$ cat config.mk
export PLATFORM = sky130hd
export DESIGN_NAME = spi_dma_seq
export DESIGN_NICKNAME = d
export VERILOG_FILES = /design/src/rtl/spi_dma_pkg.sv /design/src/rtl/spi_dma_regs.sv /design/src/rtl/spi_dma_fsm.sv /design/src/rtl/spi_dma_seq.sv
export SDC_FILE = /design/constraint.sdc
export NUM_CORES = 1
export LEC_CHECK = 0
export CAP_MARGIN = 5
export CORE_AREA = 5 5 158 160
export CTS_CLUSTER_SIZE = 14
export DETAILED_ROUTE_END_ITERATION = 8
export DIE_AREA = 0 0 163 165
export GPL_TIMING_DRIVEN = 0
export PLACE_DENSITY = 0.64
export SLEW_MARGIN = 25
export SYNTH_ARGS = -nofsm -noshare
export SYNTH_HDL_FRONTEND = slang
export SYNTH_SLANG_ARGS = --single-unit
$ cat constraint.sdc
create_clock -name clk -period 4.4 [get_ports clk]
set_input_delay 0.88 -clock clk [delete_from_list [all_inputs] [get_ports clk]]
set_output_delay 0.88 -clock clk [all_outputs]
set_load 0.005 [all_outputs]
$ cat src/rtl/spi_dma_pkg.sv
package spi_dma_pkg;
  localparam int DW = 32;
  localparam int RA_W = 3;

  localparam logic [RA_W-1:0] RA_CTRL = 3'd0;
  localparam logic [RA_W-1:0] RA_ADDR = 3'd1;
  localparam logic [RA_W-1:0] RA_CNT  = 3'd2;
  localparam logic [RA_W-1:0] RA_DIR  = 3'd3;
  localparam logic [RA_W-1:0] RA_STS  = 3'd4;
  localparam logic [RA_W-1:0] RA_MASK = 3'd5;
  localparam logic [RA_W-1:0] RA_TX   = 3'd6;

  localparam int STS_W     = 8;
  localparam int STS_DONE  = 3;
  localparam int STS_ABORT = 4;

  typedef enum logic [1:0] {
    S_IDLE  = 2'd0,
    S_FETCH = 2'd1,
    S_SHIFT = 2'd2,
    S_STORE = 2'd3
  } dma_state_e;
endpackage

$ cat src/rtl/spi_dma_regs.sv
module spi_dma_regs
  import spi_dma_pkg::*;
#(
  parameter int AW = 32,
  parameter int CW = 24
) (
  input  logic              clk,
  input  logic              rst_n,
  input  logic              wr,
  input  logic [RA_W-1:0]   addr,
  input  logic [DW-1:0]     wdata,
  input  logic              busy,
  input  logic              ev_done,
  input  logic              ev_abort,
  output logic [DW-1:0]     rdata,
  output logic              start_p,
  output logic              stop_p,
  output logic              tx_wr,
  output logic [AW-1:0]     cfg_addr,
  output logic [CW-1:0]     cfg_cnt,
  output logic              cfg_dir,
  output logic [STS_W-1:0]  sts,
  output logic [STS_W-1:0]  mask,
  output logic              irq
);
  function automatic logic [AW-1:0] word_align_addr(input logic [DW-1:0] v);
    logic [AW-1:0] a;
    a = AW'(v);
    return {a[AW-1:2], 2'b00};
  endfunction

  function automatic logic [CW-1:0] word_align_cnt(input logic [DW-1:0] v);
    logic [CW-1:0] c;
    c = v[CW-1:0];
    return {c[CW-1:2], 2'b00};
  endfunction

  logic             cfg_we;
  logic [STS_W-1:0] sts_clr;
  logic [STS_W-1:0] sts_set;

  assign start_p = wr && (addr == RA_CTRL) && wdata[0];
  assign stop_p  = wr && (addr == RA_CTRL) && wdata[1];
  assign tx_wr   = wr && (addr == RA_TX);
  assign cfg_we  = wr && !busy;
  assign sts_clr = (wr && addr == RA_STS) ? wdata[STS_W-1:0] : '0;

  always_comb begin
    sts_set = '0;
    sts_set[STS_DONE]  = ev_done;
    sts_set[STS_ABORT] = ev_abort;
  end

  always_ff @(posedge clk) begin
    if (!rst_n) begin
      cfg_addr <= '0;
      cfg_cnt  <= '0;
      cfg_dir  <= 1'b0;
      sts      <= '0;
      mask     <= '0;
    end else begin
      if (cfg_we && addr == RA_ADDR) cfg_addr <= word_align_addr(wdata);
      if (cfg_we && addr == RA_CNT)  cfg_cnt  <= word_align_cnt(wdata);
      if (cfg_we && addr == RA_DIR)  cfg_dir  <= wdata[0];
      if (wr && addr == RA_MASK)     mask     <= wdata[STS_W-1:0];
      sts <= (sts & ~sts_clr) | sts_set;
    end
  end

  assign irq = |(sts & mask);

  always_comb begin
    unique case (addr)
      RA_CTRL: rdata = DW'(busy);
      RA_ADDR: rdata = DW'(cfg_addr);
      RA_CNT:  rdata = DW'(cfg_cnt);
      RA_DIR:  rdata = DW'(cfg_dir);
      RA_STS:  rdata = DW'(sts);
      RA_MASK: rdata = DW'(mask);
      default: rdata = '0;
    endcase
  end
endmodule

$ cat src/rtl/spi_dma_fsm.sv
module spi_dma_fsm
  import spi_dma_pkg::*;
#(
  parameter int AW = 32,
  parameter int CW = 24
) (
  input  logic           clk,
  input  logic           rst_n,
  input  logic           start_p,
  input  logic           stop_p,
  input  logic           tx_wr,
  input  logic [DW-1:0]  tx_wdata,
  input  logic [AW-1:0]  cfg_addr,
  input  logic [CW-1:0]  cfg_cnt,
  input  logic           cfg_dir,
  input  logic           mem_ack,
  input  logic [DW-1:0]  mem_rdata,
  input  logic           eng_word_done,
  input  logic [DW-1:0]  eng_rx_data,
  output logic           busy,
  output logic           ev_word,
  output logic           ev_done,
  output logic           ev_abort,
  output logic [AW-1:0]  cur_addr,
  output logic           mem_req,
  output logic           mem_we,
  output logic [DW-1:0]  mem_wdata,
  output logic           eng_tx_load,
  output logic [DW-1:0]  eng_tx_data
);
  localparam int WW = CW - 2;

  function automatic logic [WW-1:0] words_of(input logic [CW-1:0] c);
    return c[CW-1:2];
  endfunction

  dma_state_e    state;
  dma_state_e    after_word;
  logic [WW-1:0] left;
  logic          abort_pend;
  logic          last_word;
  logic          empty_start;
  logic [DW-1:0] rx_q;

  assign busy        = (state != S_IDLE);
  assign last_word   = (left == WW'(1));
  assign ev_word     = (state == S_SHIFT && eng_word_done && cfg_dir) ||
                       (state == S_STORE && mem_ack);
  assign empty_start = (state == S_IDLE) && start_p && (words_of(cfg_cnt) == '0);
  assign ev_done     = (ev_word && last_word) || empty_start;
  assign ev_abort    = ev_word && !last_word && abort_pend;
  assign after_word  = (last_word || abort_pend) ? S_IDLE :
                       (cfg_dir ? S_FETCH : S_SHIFT);

  assign mem_req   = (state == S_FETCH) || (state == S_STORE);
  assign mem_we    = (state == S_STORE);
  assign mem_wdata = rx_q;

  always_ff @(posedge clk) begin
    if (!rst_n) begin
      state       <= S_IDLE;
      left        <= '0;
      cur_addr    <= '0;
      abort_pend  <= 1'b0;
      rx_q        <= '0;
      eng_tx_load <= 1'b0;
      eng_tx_data <= '0;
    end else begin
      eng_tx_load <= 1'b0;
      if (stop_p && busy) abort_pend <= 1'b1;
      unique case (state)
        S_IDLE: begin
          if (start_p && !empty_start) begin
            left       <= words_of(cfg_cnt);
            cur_addr   <= cfg_addr;
            abort_pend <= 1'b0;
            if (cfg_dir) begin
              state <= S_FETCH;
            end else begin
              eng_tx_load <= 1'b1;
              eng_tx_data <= '0;
              state       <= S_SHIFT;
            end
          end else if (tx_wr) begin
            eng_tx_load <= 1'b1;
            eng_tx_data <= tx_wdata;
          end
        end
        S_FETCH: begin
          if (mem_ack) begin
            eng_tx_load <= 1'b1;
            eng_tx_data <= mem_rdata;
            state       <= S_SHIFT;
          end
        end
        S_SHIFT: begin
          if (eng_word_done) begin
            if (cfg_dir) begin
              state <= after_word;
            end else begin
              rx_q  <= eng_rx_data;
              state <= S_STORE;
            end
          end
        end
        S_STORE: begin
          if (mem_ack) begin
            state <= after_word;
            if (after_word == S_SHIFT) begin
              eng_tx_load <= 1'b1;
              eng_tx_data <= '0;
            end
          end
        end
        default: state <= S_IDLE;
      endcase
      if (ev_word) begin
        left     <= left - WW'(1);
        cur_addr <= cur_addr + AW'(4);
      end
    end
  end
endmodule

$ cat src/rtl/spi_dma_seq.sv
module spi_dma_seq
  import spi_dma_pkg::*;
#(
  parameter int AW = 32,
  parameter int CW = 24
) (
  input  logic           clk,
  input  logic           rst_n,
  input  logic           reg_wr,
  input  logic [2:0]     reg_addr,
  input  logic [31:0]    reg_wdata,
  output logic [31:0]    reg_rdata,
  output logic           irq,
  output logic           mem_req,
  output logic           mem_we,
  output logic [AW-1:0]  mem_addr,
  output logic [31:0]    mem_wdata,
  input  logic           mem_ack,
  input  logic [31:0]    mem_rdata,
  output logic           eng_tx_load,
  output logic [31:0]    eng_tx_data,
  input  logic           eng_word_done,
  input  logic [31:0]    eng_rx_data
);
  logic             busy;
  logic             start_p;
  logic             stop_p;
  logic             tx_wr;
  logic             ev_word;
  logic             ev_done;
  logic             ev_abort;
  logic [AW-1:0]    cfg_addr;
  logic [CW-1:0]    cfg_cnt;
  logic             cfg_dir;
  logic [AW-1:0]    cur_addr;
  logic [STS_W-1:0] sts;
  logic [STS_W-1:0] mask;

  spi_dma_regs #(.AW(AW), .CW(CW)) regs_i (
    .clk      (clk),
    .rst_n    (rst_n),
    .wr       (reg_wr),
    .addr     (reg_addr),
    .wdata    (reg_wdata),
    .busy     (busy),
    .ev_done  (ev_done),
    .ev_abort (ev_abort),
    .rdata    (reg_rdata),
    .start_p  (start_p),
    .stop_p   (stop_p),
    .tx_wr    (tx_wr),
    .cfg_addr (cfg_addr),
    .cfg_cnt  (cfg_cnt),
    .cfg_dir  (cfg_dir),
    .sts      (sts),
    .mask     (mask),
    .irq      (irq)
  );

  spi_dma_fsm #(.AW(AW), .CW(CW)) fsm_i (
    .clk           (clk),
    .rst_n         (rst_n),
    .start_p       (start_p),
    .stop_p        (stop_p),
    .tx_wr         (tx_wr),
    .tx_wdata      (reg_wdata),
    .cfg_addr      (cfg_addr),
    .cfg_cnt       (cfg_cnt),
    .cfg_dir       (cfg_dir),
    .mem_ack       (mem_ack),
    .mem_rdata     (mem_rdata),
    .eng_word_done (eng_word_done),
    .eng_rx_data   (eng_rx_data),
    .busy          (busy),
    .ev_word       (ev_word),
    .ev_done       (ev_done),
    .ev_abort      (ev_abort),
    .cur_addr      (cur_addr),
    .mem_req       (mem_req),
    .mem_we        (mem_we),
    .mem_wdata     (mem_wdata),
    .eng_tx_load   (eng_tx_load),
    .eng_tx_data   (eng_tx_data)
  );

  assign mem_addr = cur_addr;
endmodule

==> out/qor.log, run 1 <==
[synth] flops & latches, synth 189
[sta] Slew Viols, Final 0
[grt] global route total overflow 0
[sta] Hold WS 0.4509 ns
[synth] area share of the largest cell type after synthesis 42.11%
[layout] proportion of layout cells with a drive suffix above 1 7.053%
[grt] gr usage total 23.85%
[setup_path] Buf/Inv on CP 4
[layout] Layout Area Growth over Synthesis 36.66%
[placement] Final Wtd Congestion 0.9254
[sta] tightest slew margin relative to the limit 27.07%
[synth] instance count of the mapped netlist 1083
[die] number of placed I/O pins 236
[setup_path] cell with the largest stage delay on the worst path sky130_fd_sc_hd__nor3b_2
[clocking] CTS tree done
[layout] number of diodes 0
[detailed_routing] Wirelength per Cell 20.08 microns
[setup_path] element type at the critical path start input pin
[clocking] number of instances resized during post-cts repair 0
[sta] highest achievable clock rate 231.6 MHz
[flow_run] max-cap violations 0
[clocking] master cell of the clock root buffer sky130_fd_sc_hd__clkbuf_16
[synth] Synth warnings 0
[pwr] static power due to leakage 4.079 nW
[setup_path] CP max stage delay 0.62 ns
[synth] share of synthesized area occupied by flip-flops and latches 42.11%
[die] effective utilization at floorplan 38.63%
[clocking] hold-fix buffer count after cts 0
[detailed_routing] total wire length after detailed routing 33.46 mm
[placement] HPWL after detailed placement 25.20 mm
[clocking] total CTS buffers 17
[clocking] clock transition at the register clock pins on the worst setup and hold paths after CTS 0.07 ns
[grt] largest net degree at the start of global routing 18
[layout] filler cell count in the final layout 2249
[detailed_routing] first-pass iteration count of the detailed router 6
[detailed_routing] 1st-iter DRT viols 916
[die] vertical die dimension 165 microns
[setup_path] endpoint kind of the worst setup timing path output pin
[pwr] total power per unit cell area 298.6 nW/um^2
[synth] mean instance size in the synthesized netlist 8.297 sq um
[setup_path] maximum net fanout on the critical path 10
[layout] number of nets in the layout 1441
[pwr] Max IR drop VDD 0.2252 mV
[die] Std-Cell Rows 56
[synth] Synth area leaders sky130_fd_sc_hd__dfxtp_1 (42%), sky130_fd_sc_hd__nand2_1 (9.5%), sky130_fd_sc_hd__a21oi_1 (7.1%)
[synth] unique cell type count in the Yosys netlist 69
[detailed_routing] via/cell ratio 5.621
[synth] most used flip-flop cell after synthesis sky130_fd_sc_hd__dfxtp_1
[placement] port bufs 231
[clocking] maximum clock insertion buffer count 2
[sta] final setup vio count 0
[clocking] latest clock arrival within the worst-skew pair 0.44 ns
[die] Floorplan Core Area 23260 sq um
[synth] number of synthesized flops with an enable pin 0
[clocking] count of buffers added by post-CTS timing repair for setup 0
[setup_path] data required time at the worst endpoint 3.52 ns
[setup_path] category of the most critical setup path in -> out
[layout] FF/Latch Area 3784 sq um
[sta] setup skew after layout 0.01257 ns
[die] die boundary width 163 microns
[clocking] number of sinks on the clock net 189
[clocking] htree depth 4
[grt] initial antenna violation count 0
[sta] number of hold violations in the final report 0
[sta] minimum clock period 4.318 ns
[run_status] result of the run completed
[hold_path] Worst Hold Class reg -> reg
[die] die footprint 26900 sq um
[grt] first-pass GRT wire length 50.07 mm
[layout] fin util 52.79%
[setup_path] critical path, cell by cell clkdlybuf4s50_1, clkbuf_1, nor3b_2, clkbuf_1, a22o_1, clkdlybuf4s50_1
[sta] final cycle utilization of the critical path 98.14%
[sta] worst-margin pin slew 1.092 ns
[synth] total standard cell area after synthesis 8986 sq um
[detailed_routing] routed via count 9364
[grt] vias in the first global route 8715
[synth] cell taking the most area after synthesis sky130_fd_sc_hd__dfxtp_1
[sta] unrepaired setup endpoints after global routing false
[setup_path] family with the most delay on the worst path buffers and inverters
[detailed_routing] DRC errors left 0
[detailed_routing] Antenna Nets Post-Route 0
[setup_path] data arrival time of the worst path 3.44 ns
[layout] multi-input combinational cell area 4658 sq um
[synth] Async S/R FF share, synth 0%
kinds of logic after synthesis:
family	Yosys count	share of synthesized area (%)
XOR/XNOR	2	0.1950
buffers and inverters	106	6.154
flip-flops	189	42.11
AO/OA/AOI/OAI	337	27.51
adder cells (fa/ha/maj)	3	0.4178
multiplexers	12	1.337
other	1	0.04173
AND/OR/NAND/NOR	433	22.24
path summary, 6_finish.rpt:
| kind | startpoint | endpoint | slack, ns | cells past startpoint |
|---|---|---|---|---|
| min reg2reg | regs_i.sts[0] | regs_i.sts[0] | 0.45 | 2 |
| max | reg_addr[2] | reg_rdata[13] | 0.08 | 6 |
| max reg2reg | fsm_i.state[0] | fsm_i.left[15] | 1.33 | 8 |
| min | regs_i.sts[0] | regs_i.sts[0] | 0.45 | 2 |
power breakdown:
group	internal (W)	switching, W	total (W)
clock	0.000814	0.000725	0.00154
sequential	0.00174	0.0000275	0.00177
combinational	0.000178	0.000183	0.000361
flip-flops by register name, indices dropped and copies added (netlist names), 2 cells and up:
signal,flops
fsm_i.cur_addr,30
fsm_i.eng_tx_data,32
fsm_i.left,22
fsm_i.mem_wdata,32
fsm_i.state,2
regs_i.cfg_addr,30
regs_i.cfg_cnt,22
regs_i.mask,8
regs_i.sts,8
area by class of cell:
type / count / share of cell area [%]
inverter: 15 / 0.4585
clock inverter: 12 / 1.039
clock buffer: 20 / 3.637
sequential: 189 / 30.81
tap: 319 / 3.250
buffer: 91 / 4.045
multi-input combinational: 789 / 37.93
timing repair buffer: 231 / 18.83
cells in the mapped netlist (19+ instances only):
cell / instances
sky130_fd_sc_hd__or3_1: 19
sky130_fd_sc_hd__clkbuf_1: 58
sky130_fd_sc_hd__a21oi_1: 128
sky130_fd_sc_hd__a221oi_2: 29
sky130_fd_sc_hd__nor2_1: 57
sky130_fd_sc_hd__nand3_1: 33
sky130_fd_sc_hd__nand2_1: 228
sky130_fd_sc_hd__dfxtp_1: 189
sky130_fd_sc_hd__o211ai_1: 19
sky130_fd_sc_hd__a22oi_1: 45
sky130_fd_sc_hd__a31oi_1: 23
per-stage QoR:
stage | instance area [sq um] | worst slack, ns | total power (W) | cells | TNS (ns)
floorplan | 8990 | 1.200 | 0.001953 | 1084 | 0
global placement | 11700 | -0.3105 | 0.002159 | 1634 | -4.427
detailed placement | 11710 | 0.09055 | 0.002163 | 1634 | 0
CTS | 12280 | 0.08418 | 0.003688 | 1666 | 0
global route | 12280 | 0.01449 | 0.003779 | 1666 | 0
finish | 12280 | 0.08196 | 0.003667 | 1666 | 0
layer usage:
layer / up-vias / global-route usage (%) / part of all wire, %
li1: 4473 / - / -
met1: 4479 / 32.80 / 43
met2: 366 / 38.08 / 47
met3: 46 / 5.465 / 8.5
met4: 0 / 5.986 / 1.7
met5: - / 0 / 0
worst min-delay path: stages (launching register included):
cell,delay [ns]
sky130_fd_sc_hd__dfxtp_1,0.32
sky130_fd_sc_hd__nand2_1,0.06
sky130_fd_sc_hd__a21oi_1,0.03
cells in the final DEF (no fill, tap or decap), types with 4 or more instances in the layout:
| master | count |
|---|---|
| sky130_fd_sc_hd__a221oi_1 | 4 |
| sky130_fd_sc_hd__a22oi_1 | 45 |
| sky130_fd_sc_hd__a221oi_2 | 29 |
| sky130_fd_sc_hd__or4_1 | 10 |
| sky130_fd_sc_hd__a211oi_1 | 10 |
| sky130_fd_sc_hd__nand3_1 | 33 |
| sky130_fd_sc_hd__nor3_1 | 16 |
| sky130_fd_sc_hd__inv_1 | 15 |
| sky130_fd_sc_hd__a22o_1 | 16 |
| sky130_fd_sc_hd__nor4_1 | 8 |
| sky130_fd_sc_hd__a21oi_1 | 128 |
| sky130_fd_sc_hd__o211ai_1 | 19 |
| sky130_fd_sc_hd__a311oi_1 | 4 |
| sky130_fd_sc_hd__inv_6 | 5 |
| sky130_fd_sc_hd__buf_6 | 9 |
| sky130_fd_sc_hd__nand4_1 | 8 |
| sky130_fd_sc_hd__or3_1 | 19 |
| sky130_fd_sc_hd__clkbuf_1 | 60 |
| sky130_fd_sc_hd__a2bb2oi_1 | 7 |
| sky130_fd_sc_hd__nand2b_1 | 4 |
| sky130_fd_sc_hd__clkdlybuf4s50_1 | 231 |
| sky130_fd_sc_hd__buf_2 | 8 |
| sky130_fd_sc_hd__dlygate4sd1_1 | 8 |
| sky130_fd_sc_hd__buf_4 | 5 |
| sky130_fd_sc_hd__clkbuf_16 | 17 |
| sky130_fd_sc_hd__nor2_1 | 57 |
| sky130_fd_sc_hd__nand2_1 | 228 |
| sky130_fd_sc_hd__nor2b_1 | 5 |
| sky130_fd_sc_hd__and2_1 | 12 |
| sky130_fd_sc_hd__and3_1 | 14 |
| sky130_fd_sc_hd__o21ai_0 | 11 |
| sky130_fd_sc_hd__o22ai_1 | 7 |
| sky130_fd_sc_hd__mux2i_1 | 12 |
| sky130_fd_sc_hd__o311ai_0 | 5 |
| sky130_fd_sc_hd__dfxtp_1 | 189 |
| sky130_fd_sc_hd__a31oi_1 | 23 |
| sky130_fd_sc_hd__clkinv_4 | 4 |
No activity file was read; power rests on OpenSTA's default activity.
==> run 2: changes to the inputs <==
- CAP_MARGIN: 5 -> not set
==> results of run 2 <==
The final DEF is identical to that of run 1; final timing and power are the same.
